===== src/rtl/ecc_log_pkg.sv =====
package ecc_log_pkg;
  typedef enum logic [2:0] {
    IDX_STAT = 3'd0,
    IDX_CMD  = 3'd1,
    IDX_ADDR = 3'd2,
    IDX_SYN  = 3'd3,
    IDX_CHAN = 3'd4
  } reg_idx_e;

  localparam int CE_BIT      = 0;
  localparam int UE_BIT      = 7;
  localparam int SERR_CE_BIT = 7;
  localparam int SERR_UE_BIT = 8;
endpackage


===== src/rtl/ecc_log_status.sv =====
module ecc_log_status (
  input  logic clk,
  input  logic rst,
  input  logic ce_in,
  input  logic ue_in,
  input  logic clr_ce,
  input  logic clr_ue,
  output logic st_ce,
  output logic st_ue,
  output logic new_ce,
  output logic new_ue
);
  // A strobe counts as new only while its flag is still clear
  assign new_ce = ce_in & ~st_ce;
  assign new_ue = ue_in & ~st_ue;

  // A same-cycle strobe overrides the clear
  always_ff @(posedge clk) begin
    if (rst) begin
      st_ce <= 1'b0;
      st_ue <= 1'b0;
    end else begin
      st_ce <= (st_ce & ~clr_ce) | ce_in;
      st_ue <= (st_ue & ~clr_ue) | ue_in;
    end
  end
endmodule


===== src/rtl/ecc_log_capture.sv =====
module ecc_log_capture #(
  parameter int BLK_W = 20,
  parameter int SYN_W = 8
) (
  input  logic             clk,
  input  logic             rst,
  input  logic             ce_in,
  input  logic             ue_in,
  input  logic             st_ce,
  input  logic             st_ue,
  input  logic [BLK_W-1:0] blk_in,
  input  logic [SYN_W-1:0] syn_in,
  input  logic             chan_in,
  output logic [BLK_W-1:0] blk_q,
  output logic [SYN_W-1:0] syn_q,
  output logic             chan_q
);
  logic take_ue, take_ce, take;

  // Severity rule: an uncorrectable error may displace a correctable log.
  // A correctable error only fills an empty log.
  assign take_ue = ue_in & ~st_ue;
  assign take_ce = ce_in & ~ue_in & ~st_ce & ~st_ue;
  assign take    = take_ue | take_ce;

  always_ff @(posedge clk) begin
    if (rst) begin
      blk_q  <= '0;
      syn_q  <= '0;
      chan_q <= 1'b0;
    end else if (take) begin
      blk_q  <= blk_in;
      syn_q  <= syn_in;
      chan_q <= chan_in;
    end
  end
endmodule


===== src/rtl/ecc_log_csr.sv =====
module ecc_log_csr
  import ecc_log_pkg::*;
#(
  parameter int STAT_W    = 16,
  parameter int DATA_W    = 32,
  parameter int IDX_W     = 3,
  parameter int BLK_W     = 20,
  parameter int BLK_SHIFT = 12,
  parameter int SYN_W     = 8
) (
  input  logic              clk,
  input  logic              rst,
  input  logic              reg_wr,
  input  logic [IDX_W-1:0]  reg_idx,
  input  logic [STAT_W-1:0] reg_wdata,
  input  logic              st_ce,
  input  logic              st_ue,
  input  logic              new_ce,
  input  logic              new_ue,
  input  logic [BLK_W-1:0]  blk_q,
  input  logic [SYN_W-1:0]  syn_q,
  input  logic              chan_q,
  output logic [STAT_W-1:0] cmd_q,
  output logic              clr_ce,
  output logic              clr_ue,
  output logic [DATA_W-1:0] reg_rdata,
  output logic              serr
);
  logic wr_stat, wr_cmd;
  logic [STAT_W-1:0] stat_word;
  logic [DATA_W-1:0] rd_next;

  assign wr_stat = reg_wr && (reg_idx == IDX_W'(IDX_STAT));
  assign wr_cmd  = reg_wr && (reg_idx == IDX_W'(IDX_CMD));
  assign clr_ce  = wr_stat && reg_wdata[CE_BIT];
  assign clr_ue  = wr_stat && reg_wdata[UE_BIT];

  // Command register: only the enable bits hold a flop
  for (genvar b = 0; b < STAT_W; b++) begin : g_cmd
    if (b == SERR_CE_BIT || b == SERR_UE_BIT) begin : g_flop
      always_ff @(posedge clk) begin
        if (rst)         cmd_q[b] <= 1'b0;
        else if (wr_cmd) cmd_q[b] <= reg_wdata[b];
      end
    end else begin : g_zero
      assign cmd_q[b] = 1'b0;
    end
  end

  always_comb begin
    stat_word         = '0;
    stat_word[CE_BIT] = st_ce;
    stat_word[UE_BIT] = st_ue;
  end

  always_comb begin
    rd_next = '0;
    case (reg_idx)
      IDX_W'(IDX_STAT): rd_next = DATA_W'(stat_word);
      IDX_W'(IDX_CMD):  rd_next = DATA_W'(cmd_q);
      IDX_W'(IDX_ADDR): rd_next = DATA_W'({blk_q, {BLK_SHIFT{1'b0}}});
      IDX_W'(IDX_SYN):  rd_next = DATA_W'(syn_q);
      IDX_W'(IDX_CHAN): rd_next = DATA_W'(chan_q);
      default:          rd_next = '0;
    endcase
  end

  always_ff @(posedge clk) begin
    if (rst) begin
      reg_rdata <= '0;
      serr      <= 1'b0;
    end else begin
      reg_rdata <= rd_next;
      serr      <= (new_ce & cmd_q[SERR_CE_BIT]) | (new_ue & cmd_q[SERR_UE_BIT]);
    end
  end
endmodule


===== src/rtl/ecc_err_log.sv =====
module ecc_err_log #(
  parameter int ADDR_W    = 32,
  parameter int BLK_SHIFT = 12,
  parameter int SYN_W     = 8,
  parameter int STAT_W    = 16,
  parameter int DATA_W    = 32,
  parameter int IDX_W     = 3,
  localparam int BLK_W    = ADDR_W - BLK_SHIFT
) (
  input  logic              clk,
  input  logic              rst,
  input  logic              ce_in,
  input  logic              ue_in,
  input  logic [BLK_W-1:0]  err_blk,
  input  logic [SYN_W-1:0]  err_syn,
  input  logic              err_chan,
  input  logic              reg_wr,
  input  logic [IDX_W-1:0]  reg_idx,
  input  logic [STAT_W-1:0] reg_wdata,
  output logic [DATA_W-1:0] reg_rdata,
  output logic              serr
);
  logic st_ce, st_ue, new_ce, new_ue, clr_ce, clr_ue, cap_chan;
  logic [BLK_W-1:0]  cap_blk;
  logic [SYN_W-1:0]  cap_syn;
  logic [STAT_W-1:0] cmd_q;

  ecc_log_status u_status (
    .clk(clk), .rst(rst), .ce_in(ce_in), .ue_in(ue_in),
    .clr_ce(clr_ce), .clr_ue(clr_ue), .st_ce(st_ce), .st_ue(st_ue),
    .new_ce(new_ce), .new_ue(new_ue)
  );

  ecc_log_capture #(.BLK_W(BLK_W), .SYN_W(SYN_W)) u_capture (
    .clk(clk), .rst(rst), .ce_in(ce_in), .ue_in(ue_in),
    .st_ce(st_ce), .st_ue(st_ue), .blk_in(err_blk), .syn_in(err_syn),
    .chan_in(err_chan), .blk_q(cap_blk), .syn_q(cap_syn), .chan_q(cap_chan)
  );

  ecc_log_csr #(
    .STAT_W(STAT_W), .DATA_W(DATA_W), .IDX_W(IDX_W),
    .BLK_W(BLK_W), .BLK_SHIFT(BLK_SHIFT), .SYN_W(SYN_W)
  ) u_csr (
    .clk(clk), .rst(rst), .reg_wr(reg_wr), .reg_idx(reg_idx),
    .reg_wdata(reg_wdata), .st_ce(st_ce), .st_ue(st_ue),
    .new_ce(new_ce), .new_ue(new_ue), .blk_q(cap_blk), .syn_q(cap_syn),
    .chan_q(cap_chan), .cmd_q(cmd_q), .clr_ce(clr_ce), .clr_ue(clr_ue),
    .reg_rdata(reg_rdata), .serr(serr)
  );
endmodule


===== config.mk =====
export PLATFORM = sky130hd
export DESIGN_NAME = ecc_err_log
export DESIGN_NICKNAME = d
export VERILOG_FILES = /design/src/rtl/ecc_log_pkg.sv /design/src/rtl/ecc_log_status.sv /design/src/rtl/ecc_log_capture.sv /design/src/rtl/ecc_log_csr.sv /design/src/rtl/ecc_err_log.sv
export SDC_FILE = /design/constraint.sdc
export NUM_CORES = 1
export LEC_CHECK = 0
export CORE_MARGIN = 4
export CORE_UTILIZATION = 36
export DETAILED_ROUTE_END_ITERATION = 12
export PLACE_DENSITY = 0.68
export SETUP_SLACK_MARGIN = 0.4
export SYNTH_ARGS = -nofsm -noshare
export SYNTH_HDL_FRONTEND = slang
export SYNTH_HIERARCHICAL = 1
export SYNTH_SLANG_ARGS = --single-unit

===== constraint.sdc =====
create_clock -name clk -period 1.08 [get_ports clk]
set_clock_uncertainty 0.05 [all_clocks]
set_input_delay 0.162 -clock clk [delete_from_list [all_inputs] [get_ports clk]]
set_output_delay 0.162 -clock clk [all_outputs]
set_load 0.01 [all_outputs]

Word-level counts from Yosys, hierarchy flattened

Cells that the tools add are included.

Bits in registers: 66
Input port bits: 53
Logic and storage cells: 37

Equality and inequality tests: 4
Mux-type cells: 1
Bitwise gates (word level): 18
Reductions and logical operators: 5

Operators with widths:

| operator                                       | count |
|---|---|
| one-hot mux 32 bit (5 select lines)            | 1 |
| bitwise AND 1 bit                              | 9 |
| == test 3 x 2 -> 1 bit (second input constant) | 2 |
| NOT 1 bit                                      | 5 |
| logical AND 1 bit                              | 4 |
| bitwise OR 1 bit                               | 4 |
| == test 3 x 1 -> 1 bit (second input constant) | 1 |
| == test 3 bit (second input constant)          | 1 |
| zero test 3 bit                                | 1 |

Longest topological paths before layout

Gate-level depths: netlist (run 1).

Word-level depth: 6
Gate-level depth with buffers: 5
Mapped depth without buffers: 4

Cells and area by module

Netlist (run 1), hierarchy kept.

By module, submodules not included:

| module          | instances | cells an instance | area each (µm²) | sequential area each (µm²) |
|---|---|---|---|---|
| ecc_log_capture | 1         | 128               | 1322.5          | 580.6 |
| ecc_log_csr     | 1         | 103               | 1173.6          | 640.6 |
| ecc_log_status  | 1         | 10                | 77.6            | 40.0 |

Worst setup path before layout (run 1)

OpenSTA, ideal clock, no wires.

Path type: register -> register
From: reg u_status.st_ce
To: reg u_capture.blk_q[10]
Arrival: 1.067 ns
Setup slack: -0.109 ns
Stages on the path, launching flop included: 6
Path buffers: 2
Path through: dfxtp_1 > nand2b_4 > a21oi_2 > buf_6 > buf_12 > mux2i_1

Cells in the longest elaborated chain, start to end: 4

RTL lines:

| element                         | line                  | text |
|---|---|---|
| from (decl)                     | ecc_log_status.sv:8   | `output logic st_ce,` |
| from (signal assigned)          | ecc_log_status.sv:23  | `st_ce <= (st_ce & ~clr_ce) \| ce_in;` |
| NOT 1 bit                       | ecc_log_capture.sv:23 | `assign take_ce = ce_in & ~ue_in & ~st_ce & ~st_ue;` |
| bitwise AND 1 bit (2 in series) | ecc_log_capture.sv:23 |  |
| bitwise OR 1 bit                | ecc_log_capture.sv:24 | `assign take = take_ue \| take_ce;` |
| to (signal assigned)            | ecc_log_capture.sv:32 | `blk_q <= blk_in;` |
| to (decl)                       | ecc_log_capture.sv:14 | `output logic [BLK_W-1:0] blk_q,` |

Every way passes these cells.
A chain may end at the register's enable or synchronous reset.

Worst setup path in the final report (run 1)

From: reg u_status.st_ce
To: reg u_capture.blk_q[11]

The elaborated chain is that of the path after synthesis.

==> metrics.md, run 1 <==
| Metric | Value |
|---|---|
| Status | finished, violations left |
| Failing checks | negative setup slack |
| Critical path's largest stage delay | 320 ps |
| Slew Limit Fails | 0 |
| Antenna-violating nets left | 0 |
| Tmin final | 1180 ps |
| Die Y | 90.8 um |
| I/O pin count | 86 |
| Max VDD drop | 0.623 mV |
| Core area | 0.00649 mm2 |
| Startpoint types | flop |
| Fillers | 584 |
| PD cells | 1550 mW/mm2 |
| Gr usage total | 0.124 |
| Cells after Synth | 227 |
| DRT Wirelength | 4.91 mm |
| Final WS setup | -101 ps |
| Leakage | 0.00156 uW |
| Fin cells | 388 |
| H-tree Lvls | 3 |
| Clock root buffer | clkbuf_8 |
| Worst skew pair latency | 320 ps |
| Setup crit end kind | flop |
| Final-report hold violation count | 0 |
| Global-route wire length before repair | 8.10 mm |
| Vias | 1733 |
| Commonest non-fill, non-tap cell in the layout | nand2b_1 |
| Syn_area_per_cell | 10.9 um2 |
| Critical Path RT | 1280 ps |
| CTS tree | built |
| RSZ-0062 raised after global routing | true |
| Crit path DAT | 1390 ps |
| Clock Tree Buf Depth | 2 |
| Total iterations of the first detailed-routing run | 4 |
| Hold_buf cts | 0 |
| Initial antenna violation count | 0 |
| Critical-path cell list | nand2b_4 -> a21oi_4 -> buf_4 -> buf_8 -> mux2i_1 |
| Sum Neg Setup Slack | -2250 ps |
| Via/cell ratio | 4.47 |
| Fmax | 847 MHz |
| Layout cells sized above 1 | 0.360 |
| Final HPWL DP | 3.35 mm |
| Syn Std Cell Area | 0.00247 mm2 |
| GRT overflow | 0 |
| DRC viols | 0 |
| Worst-path clk slew | 70 ps |
| Starting DRT DRC Count | 43 |
| Commonest non-fill, non-tap cells in the layout | nand2b_1 (62), dfxtp_1 (46), clkdlybuf4s50_1 (33) |
| Flop2flop setup slack | -100 ps |
| Post-Place Cells | 368 |
| Diodes inserted | 0 |
| Yosys warnings | 6 |
| Tightest Hold Check Type | in2reg |
| Port Buf Inserts | 69 |
| Worst-path fanout max | 8 |
| WS Path Type | reg2reg |
| Num CTS Buffers | 9 |
| Final setup viols | 30 |
| Site Rows | 29 |
| Net count, final | 359 |
| Clock sink total | 63 |
| Die area | 0.00825 mm2 |
| Gpl congestion | 0.762 |
| Largest net degree at the start of global routing | 35 |
| Vias in the first global route | 1736 |
| Area Growth Syn to Fin | 44.9% |
| Initial core utilization | 0.380 |
| Final Cycle Share | 1.09 |
| Chip Width | 90.8 um |
| Critical Path Slowest Stage Cell | dfxtp_2 |
| Routed length per placed instance | 12.6 um |
| Max-Cap Viols | 0 |
-- final timing paths --
| kind | to | startpoint | cells after the start |
|---|---|---|---|
| worst max-delay path | u_capture/blk_q[11] | u_status/st_ce | 5 |
| worst min register to register | u_csr/reg_rdata[27] | u_capture/blk_q[15] | 1 |
| worst max register to register | u_capture/blk_q[11] | u_status/st_ce | 5 |
| worst min-delay path | u_csr/reg_rdata[7] | reg_idx[1] | 3 |
-- critical path, delay by kind of cell, from the launching register on --
kind / cells / cell delay [ps]
AO/OA/AOI/OAI: 1 / 150
buffers and inverters: 2 / 270
flip-flops: 1 / 320
multiplexers: 1 / 180
AND/OR/NAND/NOR: 1 / 140
-- power breakdown --
group / internal, uW / leakage, uW / total (uW) / switching, uW
Combinational: 362 / 0.000915 / 587 / 226
Sequential: 2430 / 0.000522 / 2480 / 51.8
Clock: 1590 / 0.000122 / 2470 / 887
-- repair_timing --
item,4_1_cts,5_1_grt
endpoints found under the setup margin,93,85
buffers inserted,3,1
pin swaps,6,16
resized for setup,172,34
-- layer usage --
layer  track usage  wire length [um]
met1         0.141              2140
met2         0.204              2420
met3        0.0442               272
met4        0.0678                74
met5             0                 0
-- final cells by class --
class / count / area [um2] / area share
flip-flops and latches: 63 / 1280 / 0.359
multi-input cells: 146 / 1180 / 0.329
repair buffers: 82 / 757 / 0.212
clock buffers: 10 / 138 / 0.0385
clock inverters: 6 / 108 / 0.0301
well taps: 77 / 96.3 / 0.0269
inverters: 4 / 15.0 / 0.00420
-- state kept, by name, summed over array words and instances, names as in the netlist --
| name | flops |
|---|---|
| u_capture/blk_q | 20 |
| u_capture/chan_q | 1 |
| u_capture/syn_q | 8 |
| u_csr/cmd_q | 2 |
| u_csr/reg_rdata | 29 |
| u_csr/serr | 1 |
| u_status/st_ce | 1 |
| u_status/st_ue | 1 |
-- through the flow --
stage | setup WS (ps) | power [uW] | hold slack [ps] | utilization | instance area, um2
global route | -167 | 5770 | 122 | 0.551 | 3580
global placement | -464 | 3060 | 391 | 0.499 | 3240
CTS | -107 | 5580 | 90.9 | 0.533 | 3460
finish | -101 | 5540 | 113 | 0.551 | 3580
floorplan | -91.2 | 2840 | 174 | - | 2500
detailed placement | -519 | 3070 | 396 | 0.499 | 3240
No activity file was read; power rests on OpenSTA's default activity.
==> inputs of run 2 (changes only) <==
--- a/config.mk
+++ b/config.mk
@@ -6,9 +6,10 @@
 export NUM_CORES = 1
 export LEC_CHECK = 0
 export CORE_MARGIN = 4
-export CORE_UTILIZATION = 36
+export CORE_UTILIZATION = 41
 export DETAILED_ROUTE_END_ITERATION = 12
-export PLACE_DENSITY = 0.68
+export PLACE_DENSITY = 0.76
+export RECOVER_POWER = 25
 export SETUP_SLACK_MARGIN = 0.4
 export SYNTH_ARGS = -nofsm -noshare
 export SYNTH_HDL_FRONTEND = slang
==> metrics.md, run 2 (synthesized netlist as in run 1, its figures left out) <==
| Metric | Value |
|---|---|
| Worst skew pair latency | 330 ps (about the same) |
| Die Y | 85.6 um (-5.7%) |
| Final setup viols | 30 (unchanged) |
| DRT Wirelength | 5.43 mm (+11%) |
| Critical path's largest stage delay | 320 ps (about the same) |
| Final WS setup | -140 ps (-39.1 ps) |
| Slew Limit Fails | 0 (unchanged) |
| WS Path Type | reg2reg |
| Commonest non-fill, non-tap cell in the layout | nand2b_1 |
| Core area | 0.00568 mm2 (-13%) |
| Clock Tree Buf Depth | 2 (unchanged) |
| Global-route wire length before repair | 8.96 mm (+11%) |
| Antenna-violating nets left | 0 (unchanged) |
| Layout cells sized above 1 | 0.374 (+0.0137) |
| Initial core utilization | 0.435 (+0.0549) |
| Vias | 1809 (+4.4%) |
| Max VDD drop | 0.710 mV (+14%) |
| Net count, final | 370 (+3.1%) |
| Total iterations of the first detailed-routing run | 4 (unchanged) |
| Fmax | 819 MHz (-3.2%) |
| Final Cycle Share | 1.13 (+0.0362) |
| Worst-path fanout max | 8 (unchanged) |
| Fillers | 446 (-24%) |
| Vias in the first global route | 1847 (+6.4%) |
| Util after Layout | 0.657 (+0.107) |
| Gr usage total | 0.158 (+0.0339) |
| Failing checks | negative setup slack |
| Site Rows | 27 (-6.9%) |
| Starting DRT DRC Count | 48 (+12%) |
| Largest net degree at the start of global routing | 27 (-23%) |
| Via/cell ratio | 4.60 (+3.1%) |
| Max FFs per register | 29 (unchanged) |
| Biggest regs | u_csr/reg_rdata: 29 flops, u_capture/blk_q: 20 flops, u_capture/syn_q: 8 flops |
| Worst hold path cell count | 3 (unchanged) |
| Critical Path RT | 1290 ps (about the same) |
| Startpoint types | flop |
| Final-report hold violation count | 0 (unchanged) |
| Worst-path clk slew | 70 ps (about the same) |
| Routed length per placed instance | 13.8 um (+9.3%) |
| Initial antenna violation count | 0 (unchanged) |
| Fin area | 0.00373 mm2 (+4.3%) |
| Cell Area, Placed | 0.00325 mm2 (+0.19%) |
| Clock sink total | 63 (unchanged) |
| Diodes inserted | 0 (unchanged) |
| Critical-path cell list | nand2b_4 -> a21oi_4 -> buf_4 -> buf_16 -> mux2i_1 |
| Final HPWL DP | 3.35 mm (about the same) |
| Tmin final | 1220 ps (+39.1 ps) |
| Crit path DAT | 1430 ps (+40 ps) |
| CTS tree | built |
| Setup crit end kind | flop |
| Area Growth Syn to Fin | 51.1% |
| Num CTS Buffers | 9 (unchanged) |
| Leakage | 0.00163 uW (+4.2%) |
| Max-Cap Viols | 0 (unchanged) |
| I/O pin count | 86 (unchanged) |
| Clock root buffer | clkbuf_8 |
| Status | finished, violations left |
| Worst Reg2Reg Path Length in Cells | 5 (unchanged) |
| Tightest Hold Check Type | in2reg |
| Chip Width | 85.6 um (-5.7%) |
| GRT overflow | 0 (unchanged) |
| PD cells | 1470 mW/mm2 (-5.4%) |
| Die area | 0.00733 mm2 (-11%) |
| Port Buf Inserts | 69 (unchanged) |
| Critical Path Slowest Stage Cell | dfxtp_2 |
| Most flop-heavy register | u_csr/reg_rdata |
| RSZ-0062 raised after global routing | true |
| DRC viols | 0 (unchanged) |
| Commonest non-fill, non-tap cells in the layout | nand2b_1 (63), dfxtp_1 (41), clkdlybuf4s50_1 (33) |
| H-tree Lvls | 3 (unchanged) |
| Gpl congestion | 0.697 (-8.5%) |
[run 2: cell count changes in the layout (fill, tap and decap cells not counted), sizes merged]
cell and delta:
clkbuf +7, buf +6, bufinv -1, clkinv -1
clkinvlp -1
[run 2: worst paths after layout]
check                          start            endpoint  slack (ps)
hold / removal            reg_idx[1]  u_csr/reg_rdata[7]          80
hold reg to reg   u_capture/syn_q[5]  u_csr/reg_rdata[5]         420
setup reg to reg      u_status/st_ce  u_capture/blk_q[3]        -140
setup / recovery      u_status/st_ce  u_capture/blk_q[3]        -140
[run 2: metal layers]
layer | wire length [um] | track usage
met2 | 2630 | 0.253
met5 | 0 | 0
met4 | 108 | 0.0863
met3 | 327 | 0.0403
met1 | 2370 | 0.195
[run 2: layout make-up]
type,count,area [um2],area share
Clock buffer,12,165,0.0443
Clock inverter,3,65.1,0.0174
Inverter,4,15.0,0.00402
Multi-Input combinational cell,146,1150,0.309
Sequential cell,63,1290,0.346
Tap cell,72,90.1,0.0241
Timing Repair Buffer,93,953,0.256
[run 2: timing repair]
action                     in CTS  in global routing
setup buffers                   9                  1
setup endpoints to repair      93                 92
hold endpoints to repair        0                  0
pin swaps                       7                  3
gates cloned                    4                  1
hold buffers                    0                  0
gates resized for setup       193                 35
[run 2: through the flow]
| stage | hold slack [ps] | total power (uW) | setup WS, ps | TNS [ps] | cells |
|---|---|---|---|---|---|
| after floorplan | 174 | 2840 | -91.2 | -922 | 229 |
| after global placement | 391 | 3070 | -454 | -25290 | 363 |
| after detailed placement | 398 | 3080 | -490 | -26360 | 363 |
| after CTS | 62.6 | 5510 | -127 | -3310 | 391 |
| after global routing | 77.9 | 5700 | -193 | -4980 | 393 |
| final | 78.6 | 5470 | -140 | -3340 | 393 |
[run 2: critical path: cells and delay by family, from the launching register on]
kind	cells	cell delay, ps
compound gates	1	150
buf+inv	2	290
flops	1	320
mux	1	200
simple gates	1	140
[run 2: where the power goes]
group / internal [uW] / total [uW] / switching [uW] / leakage [uW]
combinational: 416 / 661 / 245 / 0.000982
clock: 1470 / 2330 / 855 / 0.000118
sequential: 2430 / 2480 / 54.2 / 0.000525
==> inputs of run 3 (changes only) <==
--- a/config.mk
+++ b/config.mk
@@ -5,7 +5,7 @@
 export SDC_FILE = /design/constraint.sdc
 export NUM_CORES = 1
 export LEC_CHECK = 0
-export CORE_MARGIN = 4
+export CORE_MARGIN = 2
 export CORE_UTILIZATION = 41
 export DETAILED_ROUTE_END_ITERATION = 12
 export PLACE_DENSITY = 0.76
==> constraint.sdc (replaced) <==
create_clock -name clk -period 1.08 [get_ports clk]
set_clock_uncertainty 0.05 [all_clocks]
set_input_delay 0.162 -clock clk [delete_from_list [all_inputs] [get_ports clk]]
set_output_delay 0.162 -clock clk [all_outputs]
set_load 0.005 [all_outputs]
==> metrics.md, run 3 (synthesized netlist as in run 1, its figures left out) <==
| Metric | Value |
|---|---|
| Place WS | -537 ps (-47.6 ps) |
| Crit path DAT | 1380 ps (-50 ps) |
| Worst Reg2Reg Path Length in Cells | 4 (-1) |
| Final Cycle Share | 1.09 (-0.0409) |
| Fmax | 850 MHz (+3.8%) |
| DRT Wirelength | 4.71 mm (-13%) |
| GRT overflow | 0 (unchanged) |
| Slew Limit Fails | 0 (unchanged) |
| Status | finished, violations left |
| WS Path Type | reg2reg |
| Clock power share | 0.426 (about the same) |
| Critical Path RT | 1290 ps (about the same) |
| P_int | 4140 uW (-4.2%) |
| Initial antenna violation count | 0 (unchanged) |
| Via/cell ratio | 4.47 (-3.0%) |
| Global-route wire length before repair | 7.35 mm (-18%) |
| Routed length per placed instance | 12.3 um (-11%) |
| Net switching power | 1160 uW (+0.33%) |
| Min-Delay Endpoint | u_csr/reg_rdata[7] |
| Die Y | 81.6 um (-4.7%) |
| Gr usage total | 0.147 (-0.0113) |
| CTS tree | built |
| Reg power frac | 0.468 (+0.014) |
| Worst-path fanout max | 20 (+12) |
| Tightest Hold Check Type | in2reg |
| Clock sink total | 63 (unchanged) |
| Gpl congestion | 0.763 (+9.4%) |
| Clock root buffer | clkbuf_8 |
| Initial core utilization | 0.419 (-0.0155) |
| PD cells | 1530 mW/mm2 (+4.1%) |
| Flop2flop setup slack | -100 ps (+40 ps) |
| Util after Layout | 0.589 (-0.0683) |
| Smallest hold slack | -25.5 ps (-104 ps) |
| Vias | 1715 (-5.2%) |
| Worst-path clk slew | 70 ps (about the same) |
| Commonest non-fill, non-tap cells in the layout | nand2b_1 (63), dfxtp_1 (48), clkdlybuf4s50_1 (32) |
| Die area | 0.00666 mm2 (-9.1%) |
| Port Buf Inserts | 69 (unchanged) |
| Antenna-violating nets left | 0 (unchanged) |
| Critical R2R Capture | u_capture/blk_q[7] |
| Gate power share | 0.106 (-0.015) |
| HP Start | reg_idx[2] |
| I/O pin count | 86 (unchanged) |
| Failing checks | negative hold slack, negative setup slack |
| Final HPWL DP | 3.10 mm (-7.4%) |
| Fin area | 0.00347 mm2 (-7.1%) |
| Overall power | 5290 uW (-3.2%) |
| Site Rows | 28 (+3.7%) |
| Vias in the first global route | 1671 (-9.5%) |
| Largest net degree at the start of global routing | 29 (+7.4%) |
| Worst hold path cell count | 2 (-1) |
| Max VDD drop | 0.704 mV (-0.88%) |
| Net count, final | 357 (-3.5%) |
| Max-Cap Viols | 0 (unchanged) |
| Worst skew pair latency | 320 ps (about the same) |
| R2R Path Start | u_status/st_ce |
| Clock Tree Buf Depth | 2 (unchanged) |
| Commonest non-fill, non-tap cell in the layout | nand2b_1 |
| Most flop-heavy register | u_csr/reg_rdata |
| Total iterations of the first detailed-routing run | 4 (unchanged) |
| DRC viols | 0 (unchanged) |
| Setup crit end kind | flop |
| Max FFs per register | 29 (unchanged) |
| Leakage | 0.00152 uW (-6.4%) |
| Final-report hold violation count | 1 (+1) |
| Layout cells sized above 1 | 0.340 (-0.0340) |
| Num CTS Buffers | 9 (unchanged) |
| Tmin final | 1180 ps (-44.2 ps) |
| Biggest regs | u_csr/reg_rdata: 29 flops, u_capture/blk_q: 20 flops, u_capture/syn_q: 8 flops |
| Cell Area, Placed | 0.00324 mm2 (-0.27%) |
| H-tree Lvls | 3 (unchanged) |
| Area Growth Syn to Fin | 40.4% |
| RSZ-0062 raised after global routing | true |
| Final setup viols | 30 (unchanged) |
| Final WS setup | -96.1 ps (+44.2 ps) |
| Chip Width | 81.6 um (-4.7%) |
| Starting DRT DRC Count | 51 (+6.3%) |
| Diodes inserted | 0 (unchanged) |
| Startpoint types | flop |
| Sw frac | 0.219 (+0.00774) |
| Core area | 0.00589 mm2 (+3.7%) |
==> run 3: cell types whose count changed in the layout (fill, tap and decap cells not counted), moves of 4 or more <==
cell,delta
and2_2,+5
and2_4,-6
and2_1,+4
buf_2,+13
dfxtp_2,-7
buf_4,-6
buf_6,-12
dfxtp_1,+7
==> run 3: critical path: stages (launching register included) <==
cell and delay [ps]:
dfxtp_2 320, nand2b_4 140, a21oi_4 170, buf_12 210, mux2i_1 220
==> run 3: repair_timing <==
| item | in CTS | in global routing |
|---|---|---|
| pin swaps | 7 | 17 |
| endpoints found under the setup margin | 93 | 85 |
| resized for setup | 168 | 32 |
| hold endpoints to repair | 1 | 1 |
| setup buffers | 2 | 0 |
| gates cloned | 0 | 0 |
==> run 3: worst max-delay path by stage <==
| stage | startpoint | endpoint | slack (ps) | cells after the start |
|---|---|---|---|---|
| 3_3_place_gp | reg_idx[2] | u_csr/reg_rdata[0] | -470 | 3 |
| 4_1_cts | u_status/st_ce | u_capture/syn_q[2] | -110 | 4 |
| 6_report | u_status/st_ce | u_capture/blk_q[7] | -100 | 4 |
| 3_5_place_dp | reg_idx[0] | u_status/st_ue | -540 | 5 |
| 5_1_grt | u_status/st_ce | u_capture/syn_q[2] | -170 | 4 |
| 2_1_floorplan | u_status/st_ce | u_capture/blk_q[10] | -90 | 5 |
==> run 3: area by class of cell <==
| type | instances | area [um2] |
|---|---|---|
| fillers | 519 | 2420 |
| flip-flops and latches | 63 | 1280 |
| multi-input cells | 146 | 1160 |
| repair buffers | 80 | 694 |
| clock buffers | 11 | 141 |
| well taps | 75 | 93.8 |
| clock inverters | 5 | 81.3 |
| inverters | 4 | 15.0 |
==> run 3: layer usage <==
metal  vias to the layer above  wire [um]  track usage
met3                        10        327       0.0352
met4                         0         96       0.0950
met1                       780       2090        0.173
met2                        52       2190        0.240
met5                         -          0            0
li1                        873          -            -
==> run 3: stage by stage <==
stage / TNS, ps / cells
global route: -3740 / 384
detailed placement: -26890 / 366
floorplan: -922 / 229
finish: -1780 / 384
global placement: -25210 / 366
CTS: -2200 / 384
==> run 3: power groups by stage <==
stage | logic [uW] | clock network (uW) | registers [uW]
floorplan | 318 | 0 | 2520
detailed placement | 537 | 0 | 2530
finish | 559 | 2260 | 2480
global placement | 529 | 0 | 2520
global route | 609 | 2390 | 2490
CTS | 555 | 2310 | 2480
